$ cat src/rtl/prog_seq_pkg.sv
// Shared constants and types for the serial programming sequencer.
// Opcode values are placeholders for the target's command set; only
// the sync byte is fixed by the link's resynchronisation rule.
package prog_seq_pkg;
    localparam int LO_BITS = 5;                 // word-in-page address bits
    localparam int HI_BITS = 6;                 // page number bits
    localparam int AW      = LO_BITS + HI_BITS;

    localparam logic [7:0] SYNC_BYTE = 8'h53;
    localparam logic [7:0] OPC_EN    = 8'hA5;
    localparam logic [7:0] OPC_LDL   = 8'h41;
    localparam logic [7:0] OPC_LDH   = 8'h49;
    localparam logic [7:0] OPC_WPG   = 8'h4D;
    localparam logic [7:0] OPC_WEE   = 8'hC1;
    localparam logic [7:0] OPC_ERA   = 8'hAE;
    localparam logic [7:0] OPC_FUS   = 8'hAD;
    localparam logic [7:0] OPC_RD    = 8'h21;
    localparam logic [7:0] OPC_POL   = 8'hF1;

    typedef enum logic [2:0] {
        OP_ENTER, OP_LOAD, OP_PAGE, OP_EEWR, OP_ERASE, OP_FUSE, OP_VERIFY, OP_LEAVE
    } op_t;

    typedef enum logic [2:0] {
        K_EN, K_LDL, K_LDH, K_WRITE, K_READ, K_POLL
    } kind_t;
endpackage

$ cat src/rtl/prog_wait.sv
// Down-counting delay timer.
// Assumes: load is a single-cycle strobe; idle is low in the load cycle
// so a caller that loads and then polls idle never sees a stale zero.
module prog_wait #(
    parameter int W = 12
) (
    input  logic         clk,
    input  logic         rst_n,
    input  logic         load,
    input  logic [W-1:0] cycles,
    output logic         idle
);
    logic [W-1:0] cnt;

    // load a new count or step the running count toward zero
    always_ff @(posedge clk) begin
        if (!rst_n)          cnt <= '0;
        else if (load)       cnt <= cycles;
        else if (cnt != '0)  cnt <= cnt - 1'b1;
    end

    assign idle = (cnt == '0) && !load;
endmodule

$ cat src/rtl/prog_shift.sv
// One-byte serial shifter, clock idle low, MSB first.
// Data out changes only on the falling clock edge; the input is sampled
// as the clock rises. Each half period lasts HALF host cycles.
// Assumes: start is only raised while the shifter is idle.
module prog_shift #(
    parameter int HALF = 4
) (
    input  logic       clk,
    input  logic       rst_n,
    input  logic       start,
    input  logic [7:0] tx,
    input  logic       miso,
    output logic       sck,
    output logic       mosi,
    output logic       done,
    output logic [7:0] rx
);
    localparam int CW = (HALF > 1) ? $clog2(HALF) : 1;

    logic [CW-1:0] cnt;
    logic [2:0]    bitn;
    logic [7:0]    sh;
    logic          active;
    logic          phase;

    // half-period timing, bit shifting and input capture
    always_ff @(posedge clk) begin
        if (!rst_n) begin
            cnt <= '0; bitn <= '0; sh <= '0; active <= 1'b0;
            phase <= 1'b0; done <= 1'b0; rx <= '0;
        end else begin
            done <= 1'b0;
            if (!active) begin
                if (start) begin
                    active <= 1'b1; sh <= tx; bitn <= '0;
                    phase <= 1'b0; cnt <= '0;
                end
            end else if (cnt == CW'(HALF - 1)) begin
                cnt <= '0;
                if (!phase) begin
                    phase <= 1'b1;
                    rx    <= {rx[6:0], miso};
                end else begin
                    phase <= 1'b0;
                    sh    <= {sh[6:0], 1'b0};
                    if (bitn == 3'd7) begin
                        active <= 1'b0;
                        done   <= 1'b1;
                    end else begin
                        bitn <= bitn + 1'b1;
                    end
                end
            end else begin
                cnt <= cnt + 1'b1;
            end
        end
    end

    assign sck  = phase;
    assign mosi = sh[7];


    mosi_stable_high_chk: assert property (@(posedge clk) disable iff (!rst_n)
        (sck && $past(sck)) |-> $stable(mosi));
endmodule

$ cat src/rtl/prog_link_seq.sv
// Serial programming host sequencer: reset pulse, enable with echo
// check and retry, page loading, page and byte writes with a fixed delay
// or busy polling, verify, and release of reset.
// Assumes: the host issues ENTER before the other operations, and the
// target answers MSB first with its output changed after falling edges.
module prog_link_seq
    import prog_seq_pkg::*;
#(
    parameter int CLK_HZ    = 125_000_000,
    parameter int HALF      = 4,
    parameter int PULSE_CYC = 8,
    parameter int MAX_TRY   = 4
) (
    input  logic          clk,
    input  logic          rst_n,
    input  logic          cmd_valid,
    output logic          cmd_ready,
    input  logic [2:0]    cmd_op,
    input  logic [AW-1:0] cmd_addr,
    input  logic [15:0]   cmd_data,
    input  logic          skip_ff,
    input  logic          poll_mode,
    output logic          rd_valid,
    output logic [7:0]    rd_data,
    output logic          rd_match,
    output logic          sync_ok,
    output logic          sync_fail,
    output logic          tgt_sck,
    output logic          tgt_mosi,
    input  logic          tgt_miso,
    output logic          tgt_reset
);
    localparam int T_SET   = CLK_HZ / 50;
    localparam int T_FLASH = CLK_HZ * 9 / 2000;
    localparam int T_EE    = CLK_HZ / 250;
    localparam int TW      = $clog2(T_SET + 1);
    localparam int TRW     = $clog2(MAX_TRY + 1);

    typedef enum logic [2:0] {S_IDLE, S_PULSE, S_SETTLE, S_XFER, S_CHECK, S_WAIT} st_t;

    st_t            st;
    kind_t          kind;
    logic [31:0]    frame;
    logic [15:0]    rxw;
    logic [1:0]     bidx;
    logic           launch;
    logic [TRW-1:0] tries;
    logic [TW-1:0]  wait_cyc;
    logic [TW-1:0]  t_cyc;
    logic           t_load, t_idle;
    logic [AW-1:0]  addr;
    logic [15:0]    data;
    logic           sh_done;
    logic [7:0]     sh_rx;
    op_t            op;

    assign op        = op_t'(cmd_op);
    assign cmd_ready = (st == S_IDLE);

    prog_wait #(.W(TW)) u_wait (
        .clk(clk), .rst_n(rst_n), .load(t_load), .cycles(t_cyc), .idle(t_idle)
    );

    prog_shift #(.HALF(HALF)) u_shift (
        .clk(clk), .rst_n(rst_n), .start(launch), .tx(frame[31:24]),
        .miso(tgt_miso), .sck(tgt_sck), .mosi(tgt_mosi), .done(sh_done), .rx(sh_rx)
    );

    // sequencing of operations, frames, retries and delays
    always_ff @(posedge clk) begin
        if (!rst_n) begin
            st <= S_IDLE; kind <= K_EN; frame <= '0; rxw <= '0; bidx <= '0;
            launch <= 1'b0; tries <= '0; wait_cyc <= '0; t_cyc <= '0;
            t_load <= 1'b0; addr <= '0; data <= '0; rd_valid <= 1'b0;
            rd_data <= '0; rd_match <= 1'b0; sync_ok <= 1'b0;
            sync_fail <= 1'b0; tgt_reset <= 1'b1;
        end else begin
            launch   <= 1'b0;
            t_load   <= 1'b0;
            rd_valid <= 1'b0;
            case (st)
                S_IDLE: if (cmd_valid) begin
                    addr <= cmd_addr;
                    data <= cmd_data;
                    bidx <= '0;
                    case (op)
                        OP_ENTER: begin
                            sync_ok <= 1'b0; sync_fail <= 1'b0; tries <= '0;
                            tgt_reset <= 1'b1; t_load <= 1'b1;
                            t_cyc <= TW'(PULSE_CYC); st <= S_PULSE;
                        end
                        OP_LOAD: begin
                            if (!(skip_ff && cmd_data[7:0] == 8'hFF)) begin
                                kind <= K_LDL; launch <= 1'b1; st <= S_XFER;
                                frame <= {OPC_LDL, 8'h00, 8'(cmd_addr[LO_BITS-1:0]), cmd_data[7:0]};
                            end else if (!(skip_ff && cmd_data[15:8] == 8'hFF)) begin
                                kind <= K_LDH; launch <= 1'b1; st <= S_XFER;
                                frame <= {OPC_LDH, 8'h00, 8'(cmd_addr[LO_BITS-1:0]), cmd_data[15:8]};
                            end
                        end
                        OP_PAGE: begin
                            kind <= K_WRITE; launch <= 1'b1; st <= S_XFER;
                            wait_cyc <= TW'(T_FLASH);
                            frame <= {OPC_WPG, 16'({cmd_addr[AW-1:LO_BITS], {LO_BITS{1'b0}}}), 8'h00};
                        end
                        OP_EEWR: if (!(skip_ff && cmd_data[7:0] == 8'hFF)) begin
                            kind <= K_WRITE; launch <= 1'b1; st <= S_XFER;
                            wait_cyc <= TW'(T_EE);
                            frame <= {OPC_WEE, 8'h00, cmd_addr[7:0], cmd_data[7:0]};
                        end
                        OP_ERASE: begin
                            kind <= K_WRITE; launch <= 1'b1; st <= S_XFER;
                            wait_cyc <= TW'(T_EE);
                            frame <= {OPC_ERA, 24'h0};
                        end
                        OP_FUSE: begin
                            kind <= K_WRITE; launch <= 1'b1; st <= S_XFER;
                            wait_cyc <= TW'(T_FLASH);
                            frame <= {OPC_FUS, 16'h0, cmd_data[7:0]};
                        end
                        OP_VERIFY: begin
                            kind <= K_READ; launch <= 1'b1; st <= S_XFER;
                            frame <= {OPC_RD, 16'(cmd_addr), 8'h00};
                        end
                        default: tgt_reset <= 1'b1;   // OP_LEAVE
                    endcase
                end
                S_PULSE: if (t_idle) begin
                    tgt_reset <= 1'b0; t_load <= 1'b1;
                    t_cyc <= TW'(T_SET); st <= S_SETTLE;
                end
                S_SETTLE: if (t_idle) begin
                    kind <= K_EN; frame <= {OPC_EN, SYNC_BYTE, 16'h0};
                    bidx <= '0; launch <= 1'b1; st <= S_XFER;
                end
                S_XFER: if (sh_done) begin
                    rxw   <= {rxw[7:0], sh_rx};
                    frame <= {frame[23:0], 8'h00};
                    if (bidx == 2'd3) st <= S_CHECK;
                    else begin bidx <= bidx + 1'b1; launch <= 1'b1; end
                end
                S_CHECK: begin
                    bidx <= '0;
                    st   <= S_IDLE;
                    case (kind)
                        K_EN: if (rxw[15:8] == SYNC_BYTE) sync_ok <= 1'b1;
                              else if (tries == TRW'(MAX_TRY - 1)) sync_fail <= 1'b1;
                              else begin
                                  tries <= tries + 1'b1; tgt_reset <= 1'b1;
                                  t_load <= 1'b1; t_cyc <= TW'(PULSE_CYC); st <= S_PULSE;
                              end
                        K_LDL: if (!(skip_ff && data[15:8] == 8'hFF)) begin
                            kind <= K_LDH; launch <= 1'b1; st <= S_XFER;
                            frame <= {OPC_LDH, 8'h00, 8'(addr[LO_BITS-1:0]), data[15:8]};
                        end
                        K_WRITE, K_POLL:
                            if (poll_mode && (kind == K_WRITE || rxw[0])) begin
                                kind <= K_POLL; launch <= 1'b1; st <= S_XFER;
                                frame <= {OPC_POL, 24'h0};
                            end else if (kind == K_WRITE) begin
                                t_load <= 1'b1; t_cyc <= wait_cyc; st <= S_WAIT;
                            end
                        K_READ: begin
                            rd_valid <= 1'b1; rd_data <= rxw[7:0];
                            rd_match <= (rxw[7:0] == data[7:0]);
                        end
                        default: ;
                    endcase
                end
                S_WAIT: if (t_idle) st <= S_IDLE;
                default: st <= S_IDLE;
            endcase
        end
    end


    sck_low_in_reset_chk: assert property (@(posedge clk) disable iff (!rst_n)
        tgt_reset |-> !tgt_sck);

    quiet_during_wait_chk: assert property (@(posedge clk) disable iff (!rst_n)
        (st == S_WAIT) |-> !tgt_sck);

    flags_exclusive_chk: assert property (@(posedge clk) disable iff (!rst_n)
        !(sync_ok && sync_fail));

    rd_single_pulse_chk: assert property (@(posedge clk) disable iff (!rst_n)
        rd_valid |=> !rd_valid);
endmodule

$ cat config.mk
export PLATFORM = sky130hd
export DESIGN_NAME = prog_link_seq
export DESIGN_NICKNAME = d
export VERILOG_FILES = /design/src/rtl/prog_seq_pkg.sv /design/src/rtl/prog_wait.sv /design/src/rtl/prog_shift.sv /design/src/rtl/prog_link_seq.sv
export SDC_FILE = /design/constraint.sdc
export NUM_CORES = 1
export LEC_CHECK = 0
export BUFFER_PORTS_ARGS = -buffer_cell sky130_fd_sc_hd__buf_4
export CAP_MARGIN = 20
export CORE_ASPECT_RATIO = 1.5
export CORE_UTILIZATION = 40
export CTS_BUF_LIST = sky130_fd_sc_hd__clkbuf_2
export DETAILED_ROUTE_END_ITERATION = 8
export SYNTH_ARGS = -nofsm -noshare
export SYNTH_HDL_FRONTEND = slang
export SYNTH_SLANG_ARGS = --single-unit
$ cat constraint.sdc
create_clock -name clk -period 5 [get_ports clk]
set_input_delay 0.5 -clock clk [delete_from_list [all_inputs] [get_ports clk]]
set_output_delay 0.5 -clock clk [all_outputs]
set_load 0.05 [all_outputs]
## Yosys cells after proc, flatten, opt, wreduce, memory -nomap -nowiden

Cells that the tools add are included.

- Add/sub/neg operators: 5
- Equality and inequality tests: 55
- Bitwise gates (word level): 1
- Reductions and logical operators: 43
- Muxes and demuxes: 119

Operators with widths:

| operator | number |
|---|---|
| 32-bit two-way mux | 8 |
| 22-bit two-way mux | 10 |
| 32-bit one-hot mux with 6 select lines | 1 |
| 22-bit one-hot mux with 3 select lines | 2 |
| 32-bit one-hot mux with 4 select lines | 1 |
| 3-bit two-way mux | 26 |
| 32-bit one-hot mux with 2 select lines | 1 |
| 22-bit one-hot mux with 2 select lines | 1 |
| 1-bit two-way mux | 41 |
| 8-bit two-way mux | 4 |
| 2-bit != test (second input constant) | 15 |
| 9-bit AND reduction | 3 |
| 3-bit equality test (second input constant) | 8 |
| 8-bit equality test (second input constant) | 3 |
| 3-bit one-hot mux with 4 select lines | 2 |
| 22-bit logical NOT | 1 |
| 22-bit nonzero test | 1 |
| 22-bit by 1-bit subtractor with 22-bit output (second input constant) | 1 |
| 3-bit != test (second input constant) | 7 |
| 3-bit by 2-bit equality test with 1-bit output (second input constant) | 6 |
| 3-bit one-hot mux with 3 select lines | 2 |
| 3-bit one-hot mux with 6 select lines | 1 |
| 2-bit two-way mux | 8 |
| 3-bit one-hot mux with 2 select lines | 2 |
| 34 further kinds | 68 |

- Bits of input ports: 36
- Output and inout port bits: 16
- Flip-flop bits (word level): 185

## Longest topological paths before layout

- Word-level depth: 7
- Gate-level depth with buffers: 9

## By module

A second synthesis with hierarchy kept.

- Cell total of the unflattened synthesis: 879
- Area, all modules: 7,342.0 um^2

Modules (own cells, without submodules):

| module | times used | sequential area each (um^2) | area an instance (um^2) | cells an instance |
|---|---|---|---|---|
| prog_link_seq | 1 | 2,122.0 | 4,999.8 | 623 |
| prog_wait | 1 | 440.4 | 1,278.7 | 154 |
| prog_shift | 1 | 480.5 | 1,063.5 | 102 |

## Least setup slack after synthesis

OpenSTA, ideal clock, no wires.

- Path kind: register to register
- From: register st[1]
- To: register t_cyc[10]
- Cell stages (with the launch flop): 8
- Path buffers: 0
- Arrival time: 2.197 ns
- Slack: 2.685 ns
- Period minus slack after synthesis: 2.315 ns
- Data required time: 4.881 ns
- Setup time: 0.119 ns
- Path through: dfxtp_1 -> or3_1 -> inv_1 -> nand2_1 -> nor2_1 -> o31ai_1 -> o41ai_4 -> o221a_2

- Longest elaborated chain between the ends: 3
- Elaborated cells between the ends (all ways): 14
- Those cells by class: eq/ne: 10; mux: 1; reduce/logical: 3

RTL lines:

| item | RTL line | text |
|---|---|---|
| from (decl) | prog_link_seq.sv:41 | `st_t st;` |
| from (signal assigned) | prog_link_seq.sv:72 | `st <= S_IDLE; kind <= K_EN; frame <= '0; rxw <= '0; bidx <= '0;` |
| from (signal assigned) | prog_link_seq.sv:90 | `t_cyc <= TW'(PULSE_CYC); st <= S_PULSE;` |
| from (signal assigned) | prog_link_seq.sv:94 | `kind <= K_LDL; launch <= 1'b1; st <= S_XFER;` |
| 3-bit logical NOT (*) | n/a |  |
| via cmd_ready | prog_link_seq.sv:17 | `output logic cmd_ready,` |
| 2-bit by 1-bit != test with 1-bit output (no source line) (tied with other cells) | n/a |  |
| 9-bit AND reduction (no source line) | n/a |  |
| to (signal assigned) | prog_link_seq.sv:73 | `launch <= 1'b0; tries <= '0; wait_cyc <= '0; t_cyc <= '0;` |
| to (signal assigned) | prog_link_seq.sv:90 |  |
| to (signal assigned) | prog_link_seq.sv:130 | `t_cyc <= TW'(T_SET); st <= S_SETTLE;` |
| to (decl) | prog_link_seq.sv:49 | `logic [TW-1:0] t_cyc;` |

The timed path passes the listed nets; every way through them passes the cells marked *.
A chain may end at the register's enable or synchronous reset.

## Worst setup path in the final report

- From: register st[1]
- To: register t_cyc[10]

- Longest elaborated chain between the ends: 3
- Elaborated cells between the ends (all ways): 14
- Those cells by class: eq/ne: 10; mux: 1; reduce/logical: 3

RTL lines:

| item | RTL line | text |
|---|---|---|
| 3-bit equality test (tied with other cells) | prog_link_seq.sv:81 | `case (st)` |
| 3-bit by 2-bit != test with 1-bit output (no source line) (tied with other cells) | n/a |  |
| 9-bit AND reduction (no source line) | n/a |  |

Several ways; a longest one is shown, not always the timed one.

==> impl_metrics.py <==
metrics = {
    "die": {
        "io_pins": 52,
        "start_util": 0.407,
        "dieArea_mm2": 0.0182,
        "core_mm2": 0.0173,
        "std_cell_rows": 59,
        "die_height_um": 165,
        "die_w_um": 111,
    },
    "placed_design": {
        "dp_slack_ns": 1.71,
        "dp_cells": 1068,
        "gp_congestion": 0.847,
        "place_area_mm2": 0.00751,
        "io_buffers": 51,
        "dpl.hpwl_um": 12800,
    },
    "yosys": {
        "seq_area_frac_synth": 0.431,
        "ys_async_sr_fraction": 0,
        "ys_ff_latch": 152,
        "syn_avg_cell_area_um2": 8.21,
        "syn_inst": 861,
        "synthFlopType": "dfxtp_1",
        "synth_area_leaders": "dfxtp_1 43%, nand2_1 8.2%, a21oi_1 7.2%, mux2i_1 4.4%, nor2_1 4.1%",
        "synthesis.area_mm2": 0.00707,
        "netlist.area_leader.share": 0.431,
        "synth_edf_count": 0,
        "yosysUniqueCellTypes": 64,
        "synth_nets": 905,
        "yosys.area.top_type": "dfxtp_1",
        "synth_warnings": 0,
    },
    "power_and_ir_drop": {
        "combPwrFrac": 0.378,
        "p_total_mw": 3.93,
        "p_clk_frac": 0.195,
        "leakage_nw": 2.98,
        "seq_power_share": 0.427,
        "p_int_mw": 2.27,
        "power.density_mw_per_mm2": 489,
        "ir_drop_uv": 218,
        "power.switching_mw": 1.66,
        "p_sw_frac": 0.422,
    },
    "drt": {
        "dr.pass1.iters": 6,
        "viasPerCell": 5.56,
        "drt_iter0_drc": 381,
        "vias": 6264,
        "wl_per_cell_um": 16.7,
        "routed_wl_um": 18800,
        "drt.antenna.violating_nets": 0,
        "route.detailed.drc": 0,
    },
    "sta": {
        "maxSlewHeadroom": 0.333,
        "worst_slack_ns": 1.63,
        "fin_setup_tns_ns": 0,
        "fin_crit_ns": 3.37,
        "slew_violations": 0,
        "max_freq_mhz": 297,
        "setup_viol": 0,
        "worst_pin_slew_ns": 1.00,
        "worst_clock_skew_ns": 0.0508,
        "hold_violations": 0,
        "rsz0062_at_grt": "no",
        "fin_crit_sh": 0.674,
        "hold_ws_ns": 0.130,
    },
    "flow_run": {
        "max_cap_viol_count": 0,
    },
    "clock_tree": {
        "postCtsSetupBuffers": 0,
        "cts_max_level": 4,
        "clockBufferDepth": 2,
        "cts_tree": "built",
        "cts_sinks": 152,
        "cts_root_buffer": "clkbuf_2",
        "cts_buffers": 17,
        "clk_pin_slew_worst_paths_ns": 0.25,
        "worstSkewPairLatency_ns": 0.76,
    },
    "global_route": {
        "grt_max_degree": 91,
        "track_usage": 0.210,
        "antenna_found_initial": 1,
        "grt_pass1_vias": 6037,
        "grt_overflow": 0,
        "grt_pass1_wl_um": 30600,
    },
    "final_layout": {
        "nFillCells": 1751,
        "drive_gt1_frac": 0.123,
        "multiInputGateArea_mm2": 0.00374,
        "fin_util": 0.464,
        "nets": 942,
        "instances_no_fill": 1126,
        "register_area_mm2": 0.00304,
        "mostFrequentLayoutCells": "154 x nand2_1, 152 x dfxtp_1, 102 x a21oi_1",
        "design_area_mm2": 0.00804,
        "syn_to_final_growth_pct": 13.8,
        "final_common_cell": "nand2_1",
    },
    "status": {
        "status": "completed",
    },
    "worst_hold_path": {
        "min_to": "frame[18]",
        "min_from": "cmd_addr[10]",
        "hold_depth": 3,
        "min_path_type": "input port to register",
    },
    "setup_path": {
        "critPathRequiredTime_ns": 5.64,
        "startpoint": "st[1]",
        "crit_fanout": 24,
        "rr_endpoint": "t_cyc[10]",
        "timing.rr.start": "st[1]",
        "crit_path_end_kind": "register",
        "critical-path-slowest-cell": "o31ai_1",
        "cp-start-kind": "register",
        "cp.arrival_ns": 4.01,
        "r2r_slack_ns": 1.63,
        "path_cells": "or3_1 -> inv_1 -> nand2_1 -> nor2_1 -> o31ai_1 -> o41ai_4 -> o221a_2",
        "path_class": "register to register",
        "reg2reg_depth": 7,
        "cpPeakStageDelay_ns": 0.74,
    },
}
routing by layer:
metal,global-route usage,up-vias,wire length (µm)
met4,0.0994,0,588
met3,0.0400,41,612
met5,0,-,0
li1,-,3170,-
met1,0.238,2913,7790
met2,0.381,140,9850
how the worst max path moves through the flow:
stage                      endpoint  slack (ns)  depth (start not counted)
after floorplan           t_cyc[10]        2.68                          7
after global placement     t_cyc[8]        1.80                          7
after detailed placement   t_cyc[8]        1.71                          7
after CTS                 t_cyc[10]        1.66                          7
after global routing      t_cyc[10]        1.41                          7
final                     t_cyc[10]        1.63                          7
state kept, by name, indices dropped and copies added (netlist names), 2 cells and up:
| register | cells |
|---|---|
| u_shift.sh | 8 |
| t_cyc | 8 |
| kind | 3 |
| frame | 32 |
| u_shift.cnt | 2 |
| u_shift.rx | 8 |
| st | 3 |
| addr | 5 |
| u_wait.cnt | 22 |
| tries | 3 |
| data | 16 |
| bidx | 2 |
| u_shift.bitn | 3 |
| rxw | 16 |
| rd_data | 8 |
| wait_cyc | 3 |
Yosys cell counts (9+ instances only):
cell / n
a211oi_1: 25
a21oi_1: 102
a22oi_1: 10
a311oi_1: 9
clkbuf_1: 51
dfxtp_1: 152
inv_1: 11
mux2i_1: 31
nand2_1: 154
nand3_1: 18
nand4_1: 12
nor2_1: 78
nor3_1: 15
nor4_1: 11
o211ai_1: 10
o21ai_0: 25
xnor2_1: 23
critical path: cells and delay by family (launching register included):
family                 cells  cell delay, ns
AND/OR/NAND/NOR            3            1.00
AO/OA/AOI/OAI              3            1.43
buffers and inverters      1            0.12
flip-flops                 1            0.73
power groups by stage:
stage          sequential [mW]  combinational, mW  clock, mW
2_1_floorplan             1.61               1.20          0
3_3_place_gp              1.70               1.46          0
3_5_place_dp              1.70               1.47          0
4_1_cts                   1.68               1.49      0.801
5_1_grt                   1.71               1.65      0.845
6_report                  1.68               1.49      0.767
logic make-up after synthesis:
family / Yosys count / share of synthesized area
compound gates: 228 / 0.212
xor+xnor: 27 / 0.0335
fa+ha+maj: 8 / 0.0142
buf+inv: 74 / 0.0413
flops: 152 / 0.431
mux: 31 / 0.0439
simple gates: 341 / 0.224
cell type report:
class / count / area share
multi-input cells: 635 / 0.465
repair buffers: 80 / 0.0821
clock buffers: 17 / 0.0106
diodes: 2 / 0.000622
flip-flops and latches: 152 / 0.378
clock inverters: 15 / 0.0247
inverters: 12 / 0.00576
well taps: 213 / 0.0331
timing repair:
| item | 4_1_cts | 5_1_grt |
|---|---|---|
| endpoints found under the hold margin | 27 | 0 |
| hold buffers | 24 | 0 |
| gates resized for setup | 0 | 0 |
No activity file was read; power rests on OpenSTA's default activity.
